[config.mk]
export PLATFORM = sky130hd
export DESIGN_NAME = asram_ctrl
export DESIGN_NICKNAME = d
export VERILOG_FILES = /design/src/rtl/asram_pkg.sv /design/src/rtl/asram_phase_cnt.sv /design/src/rtl/asram_rd_capture.sv /design/src/rtl/asram_seq.sv /design/src/rtl/asram_ctrl.sv
export SDC_FILE = /design/constraint.sdc
export NUM_CORES = 1
export LEC_CHECK = 0
export CORE_UTILIZATION = 44
export CTS_CLUSTER_DIAMETER = 200
export DETAILED_ROUTE_END_ITERATION = 10
export GPL_TIMING_DRIVEN = 0
export PLACE_DENSITY_LB_ADDON = 0.08
export SLEW_MARGIN = 20
export SYNTH_ARGS = -nofsm -noshare
export SYNTH_HDL_FRONTEND = slang
export SYNTH_SLANG_ARGS = --single-unit
[constraint.sdc]
create_clock -name clk -period 5.1 [get_ports clk]
set_input_delay 1.02 -clock clk [delete_from_list [all_inputs] [get_ports clk]]
set_output_delay 1.02 -clock clk [all_outputs]
set_load 0.01 [all_outputs]
[src/rtl/asram_pkg.sv]
`timescale 1ns/1ps
package asram_pkg;
  typedef enum logic [2:0] {
    ST_IDLE, ST_RD, ST_WTURN, ST_WSET, ST_WPULSE, ST_DONE
  } asram_st_t;

  // nanoseconds to whole cycles, rounded up, never below one
  function automatic int ns2cyc(input int ns, input int clk_ns);
    int c;
    c = (ns + clk_ns - 1) / clk_ns;
    return (c < 1) ? 1 : c;
  endfunction

  function automatic int imax(input int a, input int b);
    return (a > b) ? a : b;
  endfunction
endpackage

[src/rtl/asram_phase_cnt.sv]
`timescale 1ns/1ps
module asram_phase_cnt #(
  parameter int W = 2
) (
  input  logic         clk,
  input  logic         rst,
  input  logic         load,
  input  logic [W-1:0] load_val,
  output logic         zero
);
  logic [W-1:0] cnt;

  always_ff @(posedge clk) begin
    if (rst)              cnt <= '0;
    else if (load)        cnt <= load_val;
    else if (cnt != '0)   cnt <= cnt - W'(1);
  end

  assign zero = (cnt == '0);
endmodule

[src/rtl/asram_rd_capture.sv]
`timescale 1ns/1ps
module asram_rd_capture #(
  parameter int DATA_W = 8
) (
  input  logic              clk,
  input  logic              rst,
  input  logic              cap,
  input  logic [DATA_W-1:0] dq_i,
  output logic [DATA_W-1:0] rdata,
  output logic              rvalid
);
  always_ff @(posedge clk) begin
    if (rst) begin
      rdata  <= '0;
      rvalid <= 1'b0;
    end else begin
      rvalid <= cap;
      if (cap) rdata <= dq_i;
    end
  end
endmodule

[src/rtl/asram_seq.sv]
`timescale 1ns/1ps
module asram_seq
  import asram_pkg::*;
#(
  parameter int ADDR_W = 19,
  parameter int DATA_W = 8,
  parameter int CNT_W  = 2,
  parameter int RD_CYC = 3,
  parameter int WP_CYC = 2,
  parameter int HZ_CYC = 2
) (
  input  logic              clk,
  input  logic              rst,
  input  logic              req,
  input  logic              wr,
  input  logic [ADDR_W-1:0] addr,
  input  logic [DATA_W-1:0] wdata,
  input  logic              cnt_zero,
  output logic              ready,
  output logic              cs_n,
  output logic              oe_n,
  output logic              we_n,
  output logic [ADDR_W-1:0] maddr,
  output logic [DATA_W-1:0] dq_o,
  output logic              dq_oe,
  output logic              cnt_load,
  output logic [CNT_W-1:0]  cnt_val,
  output logic              cap
);
  asram_st_t st;
  logic      last_rd;   // previous access left the memory driving the bus
  logic      accept;

  assign accept = (st == ST_IDLE) && req && ready;
  assign cap    = (st == ST_RD) && cnt_zero;

  always_comb begin
    cnt_load = 1'b0;
    cnt_val  = '0;
    if (st == ST_WSET) begin
      cnt_load = 1'b1;
      cnt_val  = CNT_W'(WP_CYC - 1);
    end else if (accept) begin
      cnt_load = 1'b1;
      cnt_val  = wr ? CNT_W'(HZ_CYC - 1) : CNT_W'(RD_CYC - 1);
    end
  end

  always_ff @(posedge clk) begin
    if (rst) begin
      st      <= ST_IDLE;
      ready   <= 1'b1;
      cs_n    <= 1'b1;
      oe_n    <= 1'b1;
      we_n    <= 1'b1;
      maddr   <= '0;
      dq_o    <= '0;
      dq_oe   <= 1'b0;
      last_rd <= 1'b0;
    end else begin
      case (st)
        ST_IDLE: begin
          dq_oe <= 1'b0;
          if (accept) begin
            ready <= 1'b0;
            maddr <= addr;
            if (wr) begin
              dq_o <= wdata;
              if (last_rd) begin
                st <= ST_WTURN;
              end else begin
                st    <= ST_WSET;
                cs_n  <= 1'b0;
                dq_oe <= 1'b1;
              end
            end else begin
              st   <= ST_RD;
              cs_n <= 1'b0;
              oe_n <= 1'b0;
            end
          end
        end
        ST_WTURN: begin
          if (cnt_zero) begin
            st    <= ST_WSET;
            cs_n  <= 1'b0;
            dq_oe <= 1'b1;
          end
        end
        ST_WSET: begin
          we_n <= 1'b0;
          st   <= ST_WPULSE;
        end
        ST_WPULSE: begin
          if (cnt_zero) begin
            we_n    <= 1'b1;
            cs_n    <= 1'b1;
            last_rd <= 1'b0;
            st      <= ST_DONE;
          end
        end
        ST_RD: begin
          if (cnt_zero) begin
            cs_n    <= 1'b1;
            oe_n    <= 1'b1;
            last_rd <= 1'b1;
            st      <= ST_DONE;
          end
        end
        ST_DONE: begin
          ready <= 1'b1;
          dq_oe <= 1'b0;
          st    <= ST_IDLE;
        end
        default: st <= ST_IDLE;
      endcase
    end
  end
endmodule

[src/rtl/asram_ctrl.sv]
`timescale 1ns/1ps
module asram_ctrl
  import asram_pkg::*;
#(
  parameter int ADDR_W  = 19,
  parameter int DATA_W  = 8,
  parameter int CLK_NS  = 4,
  parameter int T_RC_NS = 12,
  parameter int T_WP_NS = 8,
  parameter int T_WC_NS = 12,
  parameter int T_HZ_NS = 6
) (
  input  logic              clk,
  input  logic              rst,
  input  logic              req,
  input  logic              wr,
  input  logic [ADDR_W-1:0] addr,
  input  logic [DATA_W-1:0] wdata,
  output logic              ready,
  output logic [DATA_W-1:0] rdata,
  output logic              rvalid,
  output logic              mem_cs_n,
  output logic              mem_oe_n,
  output logic              mem_we_n,
  output logic [ADDR_W-1:0] mem_addr,
  output logic [DATA_W-1:0] mem_dq_o,
  input  logic [DATA_W-1:0] mem_dq_i,
  output logic              mem_dq_oe
);
  localparam int RD_CYC  = ns2cyc(T_RC_NS, CLK_NS);
  // a write spans setup + pulse + end; the pulse also stretches to meet the cycle time
  localparam int WP_CYC  = imax(ns2cyc(T_WP_NS, CLK_NS), ns2cyc(T_WC_NS, CLK_NS) - 2);
  localparam int HZ_CYC  = ns2cyc(T_HZ_NS, CLK_NS);
  localparam int MAX_CYC = imax(RD_CYC, imax(WP_CYC, HZ_CYC));
  localparam int CNT_W   = imax(1, $clog2(MAX_CYC + 1));

  logic             cnt_load;
  logic [CNT_W-1:0] cnt_val;
  logic             cnt_zero;
  logic             cap;

  asram_phase_cnt #(.W(CNT_W)) u_cnt (
    .clk      (clk),
    .rst      (rst),
    .load     (cnt_load),
    .load_val (cnt_val),
    .zero     (cnt_zero)
  );

  asram_seq #(
    .ADDR_W (ADDR_W),
    .DATA_W (DATA_W),
    .CNT_W  (CNT_W),
    .RD_CYC (RD_CYC),
    .WP_CYC (WP_CYC),
    .HZ_CYC (HZ_CYC)
  ) u_seq (
    .clk      (clk),
    .rst      (rst),
    .req      (req),
    .wr       (wr),
    .addr     (addr),
    .wdata    (wdata),
    .cnt_zero (cnt_zero),
    .ready    (ready),
    .cs_n     (mem_cs_n),
    .oe_n     (mem_oe_n),
    .we_n     (mem_we_n),
    .maddr    (mem_addr),
    .dq_o     (mem_dq_o),
    .dq_oe    (mem_dq_oe),
    .cnt_load (cnt_load),
    .cnt_val  (cnt_val),
    .cap      (cap)
  );

  asram_rd_capture #(.DATA_W(DATA_W)) u_cap (
    .clk    (clk),
    .rst    (rst),
    .cap    (cap),
    .dq_i   (mem_dq_i),
    .rdata  (rdata),
    .rvalid (rvalid)
  );
endmodule

==> results.md <==
* Max Cap Violations at 0
* Final Instance Area at approximately 2800 µm²
* Most common cell after layout, fill and taps aside: clkdlybuf4s50_1
* Multi-input gate area in the final layout at roughly 800 µm²
* Die X at 66.9 µm
* HP Class: reg2reg
* Vias at around 1900
* Part of the cycle the worst path needs at approximately 58%
* Clock transition at path regs at 0.08 ns
* Pwr Density at roughly 450 nW/µm²
* TritonCTS clock tree: built
* Peak supply drop at 0.225 mV
* IO Port Bufs at 78
* Area Growth Syn to Fin at 50.0%
* Grt met3 use at approximately 6.5%
* Final setup viols at 0
* Crit-path max FO at 10
* Post-Syn Area per Cell at 7.95 µm²
* DRT Pass-1 Iters at 4
* DP Wirelength at roughly 3200 µm
* Worst skew pair latency at 0.31 ns
* Worst EP required at between 5 and 6 ns
* RSZ-0062 raised after global routing: no
* Layout cells sized above 1 at 4.40%
* Final ANT Viol Nets at 0
* CTS root buf: clkbuf_8
* Worst-path cell chain: clkdlybuf4s50_1 -> or3b_1 -> clkbuf_2 -> nor2_1 -> clkbuf_1 -> nand2_1 -> a21oi_1
* Setup slack at placement at between 1.5 and 2 ns
* #FFs+latches synth at 47
* Post-DP Area at roughly 2700 µm²
* Die height at ~67 µm
* GRT met1 Usage at roughly a quarter
* CTS Buffer Depth at 2
* Largest cells by area after synthesis: dfxtp_1, nand2_1, a21oi_1
* Postcts setup bufs at 0
* Initial Utilization at between 40% and 50%
* Fin util at 69.0%
* Syn Nets at 273
* Vias in the first global route at roughly 1600
* Largest net degree at the start of global routing at 15
* CP peak stage delay at ~0.52 ns
* # fillers at between 300 and 400
* Final WS setup at approximately 2.1 ns
* Cell family with most CP delay: buffers and inverters
* Drt first-iter violations at 70
* Remaining global-route overflow at 0
* Met2 Track Usage GR at 34.8%
* Synth Cell Area at ~1900 µm²
* Pleak at 0.997 nW
* TritonCTS buffer count at 5
* F_max at ~340 MHz
* CP startpoint kind: input pin
* Site Rows at 23
* GRT Overall Usage at a little over a fifth
* Most Crowded Layer GR: met2
* Cts repair resizes at 0
* WP data arrival at 3.18 ns
* Total inserted antenna cells at 0
* Status: finished clean
* Kind of critical path: in2reg
* Slew margin rel. at 23.4%
* Via density at between 5 and 6
* Clock sinks at 47
* Antenna violations before repair at 0
* Worst setup EP type: flop
* Top FF cell, synth: dfxtp_1
* Number of synthesized flops with an enable pin at 0
* # hold bufs at CTS at 0
* Cell taking the most area after synthesis: dfxtp_1
* Mapped Cells at approximately 230
* Final worst path period need at between 2 and 3 ns
* Core area at slightly above 4000 µm²
* Ys Warns at 0
* Final Hold Fails at 0
* Post-synth ARST share at 0%
* DRC viols at 0
* I/O pins at 80
* CP max stage cell: nor2_1
* Slew Viols, Final at 0
* Sequential-to-total area share from yosys stat at ~50%
* Final WL at around 4500 µm
* Sequential cell area at around 940 µm²
* Final nets at ~360
* Worst clock skew at 0.0128 ns
* Worst-margin pin slew at roughly 1.1 ns
* CP Buf/Inv Count at 3
* Power Total at about 1.3 mW
* Synth cell types at 36
* GPL Wtd Cong at 0.847
* Die area at 4470 µm²
* Most frequent cells in the layout: clkdlybuf4s50_1, nand2_1, dfxtp_1, a21oi_1, nand3_1
* First-pass GRT wire length at about 7000 µm
* Final TNS setup at 0 ns
* Routed len/inst at roughly 12 µm
* Synth top area share at 50.8%
* H-tree depth at 2
==> worst reg2reg max path, cell delays in order, from the launching register on <==
cell and delay (ns):
dfxtp_1 0.31, buf_6 0.13, or3b_1 0.34, clkbuf_2 0.15
nor2_1 0.52, clkbuf_1 0.42, nand2_1 0.11, a21oi_1 0.16
==> worst paths after layout <==
kind / start / end / slack [ns] / cells past startpoint
hold reg to reg: u_seq.dq_o[6] / u_seq.dq_o[6] / 0.45 / 2
setup / recovery: req / u_seq.maddr[13] / 2.15 / 7
hold / removal: u_seq.dq_o[6] / u_seq.dq_o[6] / 0.45 / 2
setup reg to reg: u_seq.st[1] / u_seq.maddr[13] / 2.90 / 7
==> cell usage after synthesis, types with 2 or more instances <==
library cell,instances
buf_6,2
nand2_1,69
o21bai_1,2
buf_1,2
nand3_1,11
a21oi_1,42
nand2b_1,2
o211ai_1,2
nor2_1,8
nor3_1,3
clkbuf_1,9
nor2b_1,2
o21ai_0,4
inv_1,7
dfxtp_1,47
==> sequential cells by signal, summed over array words and instances (netlist names) <==
| name | count |
|---|---|
| u_cap.rvalid | 1 |
| u_seq.maddr | 19 |
| u_cap.rdata | 8 |
| u_seq.dq_oe | 1 |
| u_seq.st | 3 |
| u_cnt.cnt | 2 |
| u_seq.last_rd | 1 |
| u_seq.dq_o | 8 |
| u_seq.ready | 1 |
| u_seq.oe_n | 1 |
| u_seq.cs_n | 1 |
| u_seq.we_n | 1 |
==> per-stage QoR <==
stage / hold WS, ns / std cells
final: 0.454 / 368
after global routing: 0.470 / 368
after CTS: 0.457 / 368
after detailed placement: 0.448 / 361
after global placement: 0.441 / 361
after floorplan: 0.468 / 233
==> routing by layer <==
layer | part of all wire, % | wire length (µm) | vias to the layer above
met5 | 0 | 0 | -
met4 | 1.7 | 76 | 0
met3 | 6.5 | 292 | 6
met2 | 47 | 2130 | 57
met1 | 44 | 1990 | 844
li1 | - | - | 945
==> power breakdown <==
group	internal (mW)	total [mW]	switching, mW
sequential	0.446	0.494	0.0478
combinational	0.256	0.543	0.286
clock	0.0938	0.217	0.123
==> cell families after synthesis <==
group / count (synthesis) / share of synthesized area, %
DFF: 47 / 50.8
and+or+nand+nor: 102 / 23.6
buffers and inverters: 22 / 5.40
adders and majority gates: 2 / 1.22
xor gates and xnor gates: 2 / 0.945
AOI/OAI and AO/OA: 58 / 18.1
==> area by class of cell <==
class | count | area share (%)
multi-input cells | 164 | 29.2
clock buffers | 5 | 2.48
repair buffers | 78 | 28.1
clock inverters | 2 | 0.495
well taps | 50 | 2.25
plain buffers | 15 | 2.66
inverters | 7 | 0.946
flip-flops and latches | 47 | 33.9
Note: power is estimated with default switching activity, not from simulation.
